$ cat src/rtl/iack_pkg.sv
package iack_pkg;
   typedef enum logic [1:0] {
      ST_IDLE  = 2'd0,
      ST_PEND  = 2'd1,
      ST_VALID = 2'd2,
      ST_SKIP  = 2'd3
   } iack_state_e;
endpackage

$ cat src/rtl/iack_sync.sv
module iack_sync #(
   parameter int          W       = 1,
   parameter int          STAGES  = 2,
   parameter logic [W-1:0] RST_VAL = '0
) (
   input  logic         clk,
   input  logic         rst_n,
   input  logic [W-1:0] d,
   output logic [W-1:0] q
);
   generate
      if (STAGES == 0) begin : g_bypass
         assign q = d;
      end else begin : g_chain
         logic [W-1:0] stg [STAGES];
         always_ff @(posedge clk or negedge rst_n) begin
            if (!rst_n) begin
               for (int i = 0; i < STAGES; i++) stg[i] <= RST_VAL;
            end else begin
               stg[0] <= d;
               for (int i = 1; i < STAGES; i++) stg[i] <= stg[i-1];
            end
         end
         assign q = stg[STAGES-1];
      end
   endgenerate
endmodule

$ cat src/rtl/iack_gap_timer.sv
module iack_gap_timer #(
   parameter int GAP_MIN = 3
) (
   input  logic clk,
   input  logic rst_n,
   input  logic as_hi,
   output logic gap_ok
);
   localparam int CW = $clog2(GAP_MIN + 2);
   localparam logic [CW-1:0] LIMIT = CW'(GAP_MIN);

   logic [CW-1:0] cnt;

   always_ff @(posedge clk or negedge rst_n) begin
      if (!rst_n)             cnt <= LIMIT;
      else if (!as_hi)        cnt <= '0;
      else if (cnt != LIMIT)  cnt <= cnt + 1'b1;
   end

   assign gap_ok = as_hi && (cnt == LIMIT);
endmodule

$ cat src/rtl/iack_fsm.sv
module iack_fsm
   import iack_pkg::*;
#(
   parameter int VEC_W     = 8,
   parameter int VALID_DLY = 2
) (
   input  logic             clk,
   input  logic             rst_n,
   input  logic             ack_fall,
   input  logic             ack_rise,
   input  logic             strobes_ok,
   input  logic             ien_s,
   input  logic             irq_pend,
   input  logic             gap_ok,
   input  logic             muxed_bus,
   input  logic             two_pulse_mode,
   input  logic             ready_mode,
   input  logic [VEC_W-1:0] vec_in,
   output logic [VEC_W-1:0] vec_out,
   output logic             vec_oe,
   output logic             wait_rdy_n,
   output iack_state_e      state
);
   localparam int DW = $clog2(VALID_DLY + 1);
   localparam logic [DW-1:0] DLY_LAST = DW'(VALID_DLY - 1);

   iack_state_e      nxt;
   logic [DW-1:0]    dly_cnt;
   logic [VEC_W-1:0] vec_q;
   logic             accept;

   assign accept = !two_pulse_mode && ien_s && irq_pend && strobes_ok
                   && (!muxed_bus || gap_ok);

   always_comb begin
      nxt = state;
      unique case (state)
         ST_IDLE:  if (ack_fall) nxt = accept ? ST_PEND : ST_SKIP;
         ST_PEND: begin
            if (ack_rise)                 nxt = ST_IDLE;
            else if (!strobes_ok)         nxt = ST_SKIP;
            else if (dly_cnt == DLY_LAST) nxt = ST_VALID;
         end
         ST_VALID: begin
            if (ack_rise)         nxt = ST_IDLE;
            else if (!strobes_ok) nxt = ST_SKIP;
         end
         ST_SKIP:  if (ack_rise) nxt = ST_IDLE;
         default:  nxt = ST_IDLE;
      endcase
   end

   always_ff @(posedge clk or negedge rst_n) begin
      if (!rst_n) begin
         state   <= ST_IDLE;
         dly_cnt <= '0;
         vec_q   <= '0;
      end else begin
         state <= nxt;
         if (state == ST_IDLE && ack_fall) begin
            vec_q   <= vec_in;
            dly_cnt <= '0;
         end else if (state == ST_PEND) begin
            dly_cnt <= dly_cnt + 1'b1;
         end
      end
   end

   assign vec_oe     = (state == ST_PEND) || (state == ST_VALID);
   assign vec_out    = vec_oe ? vec_q : '0;
   assign wait_rdy_n = ready_mode ? (state != ST_VALID) : (state != ST_PEND);
endmodule

$ cat src/rtl/sp_iack_responder.sv
module sp_iack_responder
   import iack_pkg::*;
#(
   parameter int VEC_W       = 8,
   parameter int SYNC_STAGES = 2,
   parameter int GAP_MIN     = 3,
   parameter int VALID_DLY   = 2
) (
   input  logic             clk,
   input  logic             rst_n,
   input  logic             ack_n,
   input  logic             as_n,
   input  logic             rd_n,
   input  logic             ds_n,
   input  logic             ien,
   input  logic             two_pulse_mode,
   input  logic             ready_mode,
   input  logic             muxed_bus,
   input  logic             irq_pend,
   input  logic [VEC_W-1:0] vec_in,
   output logic [VEC_W-1:0] vec_out,
   output logic             vec_oe,
   output logic             wait_rdy_n,
   output logic             irq_n
);
   localparam int NSIG = 5;
   localparam logic [NSIG-1:0] SYNC_RST = 5'b11110;

   generate
      if (VEC_W < 1)       begin : g_bad_w   $error("VEC_W must be at least 1");     end
      if (SYNC_STAGES < 0) begin : g_bad_s   $error("SYNC_STAGES must be >= 0");     end
      if (GAP_MIN < 1)     begin : g_bad_g   $error("GAP_MIN must be at least 1");   end
      if (VALID_DLY < 1)   begin : g_bad_d   $error("VALID_DLY must be at least 1"); end
   endgenerate

   logic [NSIG-1:0] raw_s, syn_s;
   logic            s_ack, s_as, s_rd, s_ds, s_ien;
   logic            ack_prev, ack_fall, ack_rise, gap_ok, strobes_ok;
   iack_state_e     state;

   assign raw_s = {ack_n, as_n, rd_n, ds_n, ien};

   iack_sync #(.W(NSIG), .STAGES(SYNC_STAGES), .RST_VAL(SYNC_RST)) u_sync (
      .clk(clk), .rst_n(rst_n), .d(raw_s), .q(syn_s)
   );

   assign {s_ack, s_as, s_rd, s_ds, s_ien} = syn_s;

   always_ff @(posedge clk or negedge rst_n) begin
      if (!rst_n) begin
         ack_prev <= 1'b1;
         irq_n    <= 1'b1;
      end else begin
         ack_prev <= s_ack;
         irq_n    <= !irq_pend;
      end
   end

   assign ack_fall   = ack_prev && !s_ack;
   assign ack_rise   = !ack_prev && s_ack;
   assign strobes_ok = s_rd && s_ds;

   iack_gap_timer #(.GAP_MIN(GAP_MIN)) u_gap (
      .clk(clk), .rst_n(rst_n), .as_hi(s_as), .gap_ok(gap_ok)
   );

   iack_fsm #(.VEC_W(VEC_W), .VALID_DLY(VALID_DLY)) u_fsm (
      .clk(clk), .rst_n(rst_n),
      .ack_fall(ack_fall), .ack_rise(ack_rise), .strobes_ok(strobes_ok),
      .ien_s(s_ien), .irq_pend(irq_pend), .gap_ok(gap_ok),
      .muxed_bus(muxed_bus), .two_pulse_mode(two_pulse_mode),
      .ready_mode(ready_mode), .vec_in(vec_in),
      .vec_out(vec_out), .vec_oe(vec_oe), .wait_rdy_n(wait_rdy_n),
      .state(state)
   );
endmodule

$ cat config.mk
export PLATFORM = sky130hd
export DESIGN_NAME = sp_iack_responder
export DESIGN_NICKNAME = d
export VERILOG_FILES = /design/src/rtl/iack_pkg.sv /design/src/rtl/iack_sync.sv /design/src/rtl/iack_gap_timer.sv /design/src/rtl/iack_fsm.sv /design/src/rtl/sp_iack_responder.sv
export SDC_FILE = /design/constraint.sdc
export NUM_CORES = 1
export LEC_CHECK = 0
export BUFFER_PORTS_ARGS = -buffer_cell sky130_fd_sc_hd__buf_2
export CORE_UTILIZATION = 51
export DETAILED_ROUTE_END_ITERATION = 16
export PLACE_DENSITY = 0.77
export SLEW_MARGIN = 20
export SYNTH_ARGS = -nofsm -noshare
export SYNTH_HDL_FRONTEND = slang
export SYNTH_SLANG_ARGS = --single-unit
$ cat constraint.sdc
create_clock -name clk -period 2.2 [get_ports clk]
set_input_delay 0.44 -clock clk [delete_from_list [all_inputs] [get_ports clk]]
set_output_delay 0.44 -clock clk [all_outputs]
set_load 0.03 [all_outputs]
==> parameters.txt, run 1 <==
Parameter                              Value

Run status
  Result of the run ... complete, no violations

Drt
  DRC violation count after routing ... 0
  Average vias per placed instance ... 5.059
  Starting DRT DRC Count ... 7
  Drt pass-1 iters ... 4
  Avg WL per Cell ... 11.92 µm
  Routed vias ... 774
  Number of nets with antenna violations after detailed routing ... 0
  Final routed wirelength across all metal layers ... 1824 µm

Logic synthesis
  Cell area after technology mapping ... 1184 µm²
  Simple-Gate Fraction of Synth Area ... 0.1268
  Cells taking the most area after synthesis ... dfrtp_1, dfstp_2, mux2_2
  Combinational family with the most area after synthesis ... simple AND/OR/NAND/NOR gates
  Number of warning messages in the yosys log ... 0
  Average cell area after synthesis ... 12.73 µm²
  Post-synth top area cell ... dfrtp_1
  Post-Synth Adder-Cell Area ... 0.07400
  Mux contribution to synthesized area ... 0.08457
  Synth Net Count ... 119
  Distinct cell type count after synthesis ... 25
  Compound-gate portion of the synthesized area ... 0.08774
  Number of register bits inferred by synthesis ... 27
  Number of instances in the synthesized netlist ... 93
  XOR/XNOR share of the synthesized area ... 0.01480
  Top-area cell type share of the netlist area ... 0.3171
  Part of the Yosys area used for sequential elements ... 0.5835

Clocking
  Insertion delay to the later sink of the worst-skew pair ... 310 ps
  Clock Path Buffers ... 2
  Cell at the root of the clock tree ... clkbuf_4
  Number of clock buffers inserted by TritonCTS ... 3
  Clock slew at the register clock pins of the worst setup and hold paths ... 140 ps
  TritonCTS clock tree ... built
  Number of sinks handled by clock tree synthesis ... 27
  H-tree levels ... 1

Floorplan
  I/O Pins ... 30
  Die Span Y ... 50.18 µm
  Die footprint ... 2518 µm²
  Die extent in x ... 50.18 µm
  Floorplan Core Area ... 2191 µm²
  Starting density of the core ... 0.5403
  Cell row count ... 17

Timing
  Fmax ... 495.6 MHz
  Shortest clock period the worst path allows after layout ... 2018 ps
  Total of endpoints with negative setup slack in the final report ... 0
  Worst-Margin Slew ... 565.4 ps
  Final Hold Vio Count ... 0
  Tightest slew margin relative to the limit ... 0.6230
  Unrepaired setup endpoints after global routing ... false
  Slew Limit Fails ... 0
  Post-route fraction of the period consumed by the critical path ... 0.9172
  Fin Hold WS ... 92.19 ps
  Total negative slack ... 0 ps
  Clock Skew ... 3.731 ps

Global routing
  Global-route wire length before repair ... 3187 µm
  Antenna violations before repair ... 0
  Largest net degree at the start of global routing ... 28
  Remaining Overflow, GRT ... 0
  Via count of the first global-routing pass ... 743
  Global routing usage summed across all routing layers ... 0.1729

Pwr
  Clock network fraction of total power ... 0.104
  Power Total ... 1.964 mW
  Logic gate share of total power ... 0.519
  Register share of total power ... 0.377
  Switching power summed over all nets ... 0.8250 mW
  IR drop worst, VDD ... 0.8623 mV
  Switching share of total power ... 0.4200
  Cell-internal power ... 1.139 mW
  Lkg Pwr ... 0.6449 nW
  Power per unit of standard cell area ... 1418 nW/µm²

Place
  IO buf count ... 29
  Final GP Congestion ... 0.7922
  Dpl cells ... 149

Worst setup path
  Startpoint Class ... register
  Crit Path Max Fanout ... 9
  Crit path arrival time ... 1580 ps
  Critical Setup Path Class ... reg2out
  Endpoint required time on the critical path ... 1760 ps
  Endpoint kind of the worst setup timing path ... output pin

Min path
  Class of the tightest hold or removal check ... in2async

Cells and area
  Sequential cell area ... 693.2 µm²
  Share of cells above drive strength 1 ... 0.4640
  Filler-free cell count of the finished design ... 153
  Antenna diode count ... 0
  Area of combinational cells with multiple inputs ... 461.7 µm²
  Final Core Density ... 0.6322
  Area growth from synthesis to final layout ... 17.02%
  Fill count ... 181
  Count of nets after finishing ... 152

Run
  # Max-Cap Violations ... 0
-- cell type report --
class	instances	area share
inverter	6	0.01626
clock buffer	3	0.01626
tap	28	0.02529
multi-input combinational	59	0.3333
clock inverter	1	0.003613
sequential	27	0.5005
timing repair buffer	29	0.1048
-- routing by layer --
| layer | global-route usage | routed length (µm) | vias to the layer above |
|---|---|---|---|
| li1 | - | - | 383 |
| met1 | 0.2222 | 789 | 363 |
| met2 | 0.2711 | 894 | 24 |
| met3 | 0.03939 | 104 | 4 |
| met4 | 0.09048 | 35 | 0 |
| met5 | 0 | 0 | - |
-- power groups by stage --
| stage | logic [mW] | registers, mW | clock network (mW) |
|---|---|---|---|
| CTS | 1.02 | 0.738 | 0.214 |
| floorplan | 0.790 | 0.721 | 0 |
| finish | 1.02 | 0.741 | 0.204 |
| global route | 1.11 | 0.761 | 0.237 |
| detailed placement | 1.02 | 0.748 | 0 |
| global placement | 0.989 | 0.736 | 0 |
-- kinds of logic (layout without fill, tap and decap cells) --
family                     after synthesis  in the layout
xor gates and xnor gates                 2              2
adders and majority gates                7              7
buffers and inverters                    7             39
AOI/OAI and AO/OA                       14             14
and+or+nand+nor                         27             27
muxes                                    9              9
DFF                                     27             27
-- critical path, stage by stage, from the launching register on --
cell and delay (ps):
dfrtp_2 450, inv_1 80, ha_2 400, and2_1 140, buf_2 190
-- metrics by stage --
| step | cell area (µm²) | setup WS, ps |
|---|---|---|
| global placement | 1353 | 392.0 |
| global route | 1385 | 53.60 |
| CTS | 1380 | 54.06 |
| detailed placement | 1353 | 324.6 |
| finish | 1385 | 182.2 |
| floorplan | 1184 | 409.7 |
-- state kept, by name, summed over array words and instances (netlist names) --
signal,count
u_sync.g_chain.stg,5
u_fsm.state,2
u_gap.cnt,3
u_fsm.dly_cnt,2
irq_n,1
u_sync.q,5
ack_prev,1
u_fsm.vec_q,8
-- cells in the final DEF, fill, tap and decap left out --
master    synthesis  routed
clkbuf_4          0       3
a2111o_1          1       1
xor2_1            1       1
and2_1           11      11
nor2b_1           3       3
ha_2              0       1
nand2_1           5       5
ha_1              7       6
nand2b_1          2       2
clkinv_2          0       1
dfrtp_1          15      13
o211a_1           1       1
o21ai_0           3       3
or2_1             1       1
a211o_1           1       1
a21oi_1           4       4
nor3_1            1       1
a31oi_1           1       1
mux2i_1           1       1
inv_1             6       6
buf_2             0      29
a221o_1           1       1
nand4b_1          1       1
dfrtp_2           0       2
dfstp_2          12      12
xnor2_1           1       1
mux2_2            8       8
o221a_2           2       2
nor2_1            3       3
-- Yosys cell counts --
master / number
dfrtp_1: 15
dfstp_2: 12
and2_1: 11
mux2_2: 8
ha_1: 7
inv_1: 6
nand2_1: 5
a21oi_1: 4
nor2_1: 3
nor2b_1: 3
o21ai_0: 3
nand2b_1: 2
o221a_2: 2
a2111o_1: 1
a211o_1: 1
a221o_1: 1
a31oi_1: 1
buf_6: 1
mux2i_1: 1
nand4b_1: 1
nor3_1: 1
o211a_1: 1
or2_1: 1
xnor2_1: 1
xor2_1: 1
-- path summary, 6_finish.rpt --
| kind | from | to | slack, ps | cells past startpoint |
|---|---|---|---|---|
| max reg2reg | u_gap.cnt[0] | u_fsm.state[1] | 360 | 6 |
| min reg2reg | u_sync.g_chain.stg[6] | u_sync.q[1] | 370 | 0 |
| max | u_fsm.state[1] | vec_out[0] | 180 | 4 |
| min | rst_n | u_gap.cnt[2] | 90 | 1 |
| max in group asynchronous | rst_n | u_fsm.state[1] | 1710 | 1 |
| min in group clk | as_n | u_sync.g_chain.stg[8] | 200 | 1 |
-- timing repair --
item                                    4_1_cts  5_1_grt
resized for setup                             0        3
endpoints found under the setup margin        0        8
hold buffers                                  0        0
setup buffers                                 0        0
Note: power is estimated with default switching activity, not from simulation.
==> run 2, diff against run 1 <==
--- a/config.mk
+++ b/config.mk
@@ -9,6 +9,7 @@
 export CORE_UTILIZATION = 51
 export DETAILED_ROUTE_END_ITERATION = 16
 export PLACE_DENSITY = 0.77
+export REMOVE_ABC_BUFFERS = 1
 export SLEW_MARGIN = 20
 export SYNTH_ARGS = -nofsm -noshare
 export SYNTH_HDL_FRONTEND = slang
==> parameters.txt, run 2 (synthesis gave the netlist of run 1 again) <==
Parameter                              Value

Global routing
  Via count of the first global-routing pass ... 761
  Largest net degree at the start of global routing ... 28
  Remaining Overflow, GRT ... 0
  Antenna violations before repair ... 0
  Global routing usage summed across all routing layers ... 0.1769
  Global-route wire length before repair ... 3236 µm

Timing
  Worst-Margin Slew ... 551.8 ps
  Total negative slack ... 0 ps
  Tightest slew margin relative to the limit ... 0.6321
  Worst setup slack after layout ... 134.7 ps
  Unrepaired setup endpoints after global routing ... false
  Final Hold Vio Count ... 0
  Fmax ... 484.2 MHz
  Shortest clock period the worst path allows after layout ... 2065 ps
  Fin Hold WS ... 92.60 ps
  Clock Skew ... 4.486 ps
  Slew Limit Fails ... 0
  Total of endpoints with negative setup slack in the final report ... 0
  Post-route fraction of the period consumed by the critical path ... 0.9388

Clocking
  # Post-CTS Setup Buffers ... 0
  Number of sinks handled by clock tree synthesis ... 27
  CTS Hold Buffers Added ... 0
  Insertion delay to the later sink of the worst-skew pair ... 310 ps
  TritonCTS clock tree ... built
  Clock slew at the register clock pins of the worst setup and hold paths ... 130 ps
  Cell at the root of the clock tree ... clkbuf_4
  Number of clock buffers inserted by TritonCTS ... 3
  Clock Path Buffers ... 2
  H-tree levels ... 1

Worst setup path
  Start point of the critical path ... u_fsm.state[0]
  Endpoint kind of the worst setup timing path ... output pin
  Launch instance of the worst register-to-register path ... u_gap.cnt[0]
  Startpoint Class ... register
  Endpoint required time on the critical path ... 1760 ps
  Crit Path Max Fanout ... 9
  Critical Setup Path Class ... reg2out
  Crit path arrival time ... 1630 ps

Drt
  Average vias per placed instance ... 4.987
  Routed vias ... 763
  Drt pass-1 iters ... 4
  Number of nets with antenna violations after detailed routing ... 0
  Avg WL per Cell ... 12.41 µm
  Final routed wirelength across all metal layers ... 1899 µm
  DRC violation count after routing ... 0
  Starting DRT DRC Count ... 6

Run
  # Max-Cap Violations ... 0

Place
  Post-detail-place hpwl ... 1406 µm
  Standard cell area after detailed placement ... 1353 µm²
  IO buf count ... 29
  Dpl cells ... 149
  Final GP Congestion ... 0.8163
  Place WS ... 337.0 ps

Cells and area
  Most frequent standard cell in the layout excluding fill and tap cells ... buf_2
  Antenna diode count ... 0
  Filler-free cell count of the finished design ... 153
  Final design area excluding fillers ... 1384 µm²
  Count of nets after finishing ... 152
  Area growth from synthesis to final layout ... 16.91%
  Share of cells above drive strength 1 ... 0.4560
  Most flop-heavy register ... u_fsm.vec_q
  Number of flip-flops under the largest register name ... 8
  Final Core Density ... 0.6316
  Fill count ... 182
  Most frequent cells in the layout ... buf_2, dfrtp_1, dfstp_2

Pwr
  Lkg Pwr ... 0.6460 nW
  IR drop worst, VDD ... 0.9853 mV
  Power per unit of standard cell area ... 1424 nW/µm²
  Power Total ... 1.971 mW

Floorplan
  Die extent in x ... 50.18 µm
  Cell row count ... 17
  Starting density of the core ... 0.5403
  Floorplan Core Area ... 2191 µm²
  I/O Pins ... 30
  Die footprint ... 2518 µm²
  Die Span Y ... 50.18 µm

Run status
  Result of the run ... complete, no violations

Min path
  Class of the tightest hold or removal check ... in2async
-- run 2: cell counts in the layout (fill, tap and decap cells not counted) --
No cell type changed its count.
-- run 2: worst paths after layout --
| check | depth (start not counted) | slack (ps) | end |
|---|---|---|---|
| worst max-delay path | 4 | 130 | vec_out[6] |
| worst min-delay path | 1 | 90 | u_fsm.state[0] |
| worst max register to register | 6 | 300 | u_fsm.state[1] |
| worst min register to register | 0 | 370 | u_sync.q[1] |
| max in group asynchronous | 1 | 1720 | u_fsm.state[1] |
| min in group clk | 1 | 210 | u_sync.g_chain.stg[8] |
-- run 2: what timing repair did --
item / in CTS / in global routing
setup endpoints to repair: 0 / 8
resized for setup: 0 / 2
endpoints found under the hold margin: 0 / 0
-- run 2: power breakdown --
part / internal, mW / switching, mW / total, mW
logic: 0.422 / 0.609 / 1.03
clock network: 0.0679 / 0.131 / 0.199
registers: 0.649 / 0.0916 / 0.740
total: 1.14 / 0.832 / 1.97
-- run 2: final cells by class --
class / count / area [µm²] / area share
clock buffers: 3 / 22.52 / 0.01627
clock inverters: 1 / 5.005 / 0.003617
inverters: 6 / 22.52 / 0.01627
multi-input cells: 59 / 461.7 / 0.3336
flip-flops and latches: 27 / 691.9 / 0.5000
well taps: 28 / 35.03 / 0.02532
repair buffers: 29 / 145.1 / 0.1049
-- run 2: per-layer routing --
metal,GRT usage,up-vias,part of all wire
li1,-,379,-
met1,0.2045,366,0.43
met2,0.3133,16,0.52
met3,0.03939,2,0.036
met4,0.07143,0,0.0053
met5,0,-,0
-- run 2: critical path, cell delays in order (launching register included) --
cell	delay [ps]
dfrtp_1	460
inv_1	110
ha_2	400
and2_1	150
buf_2	190
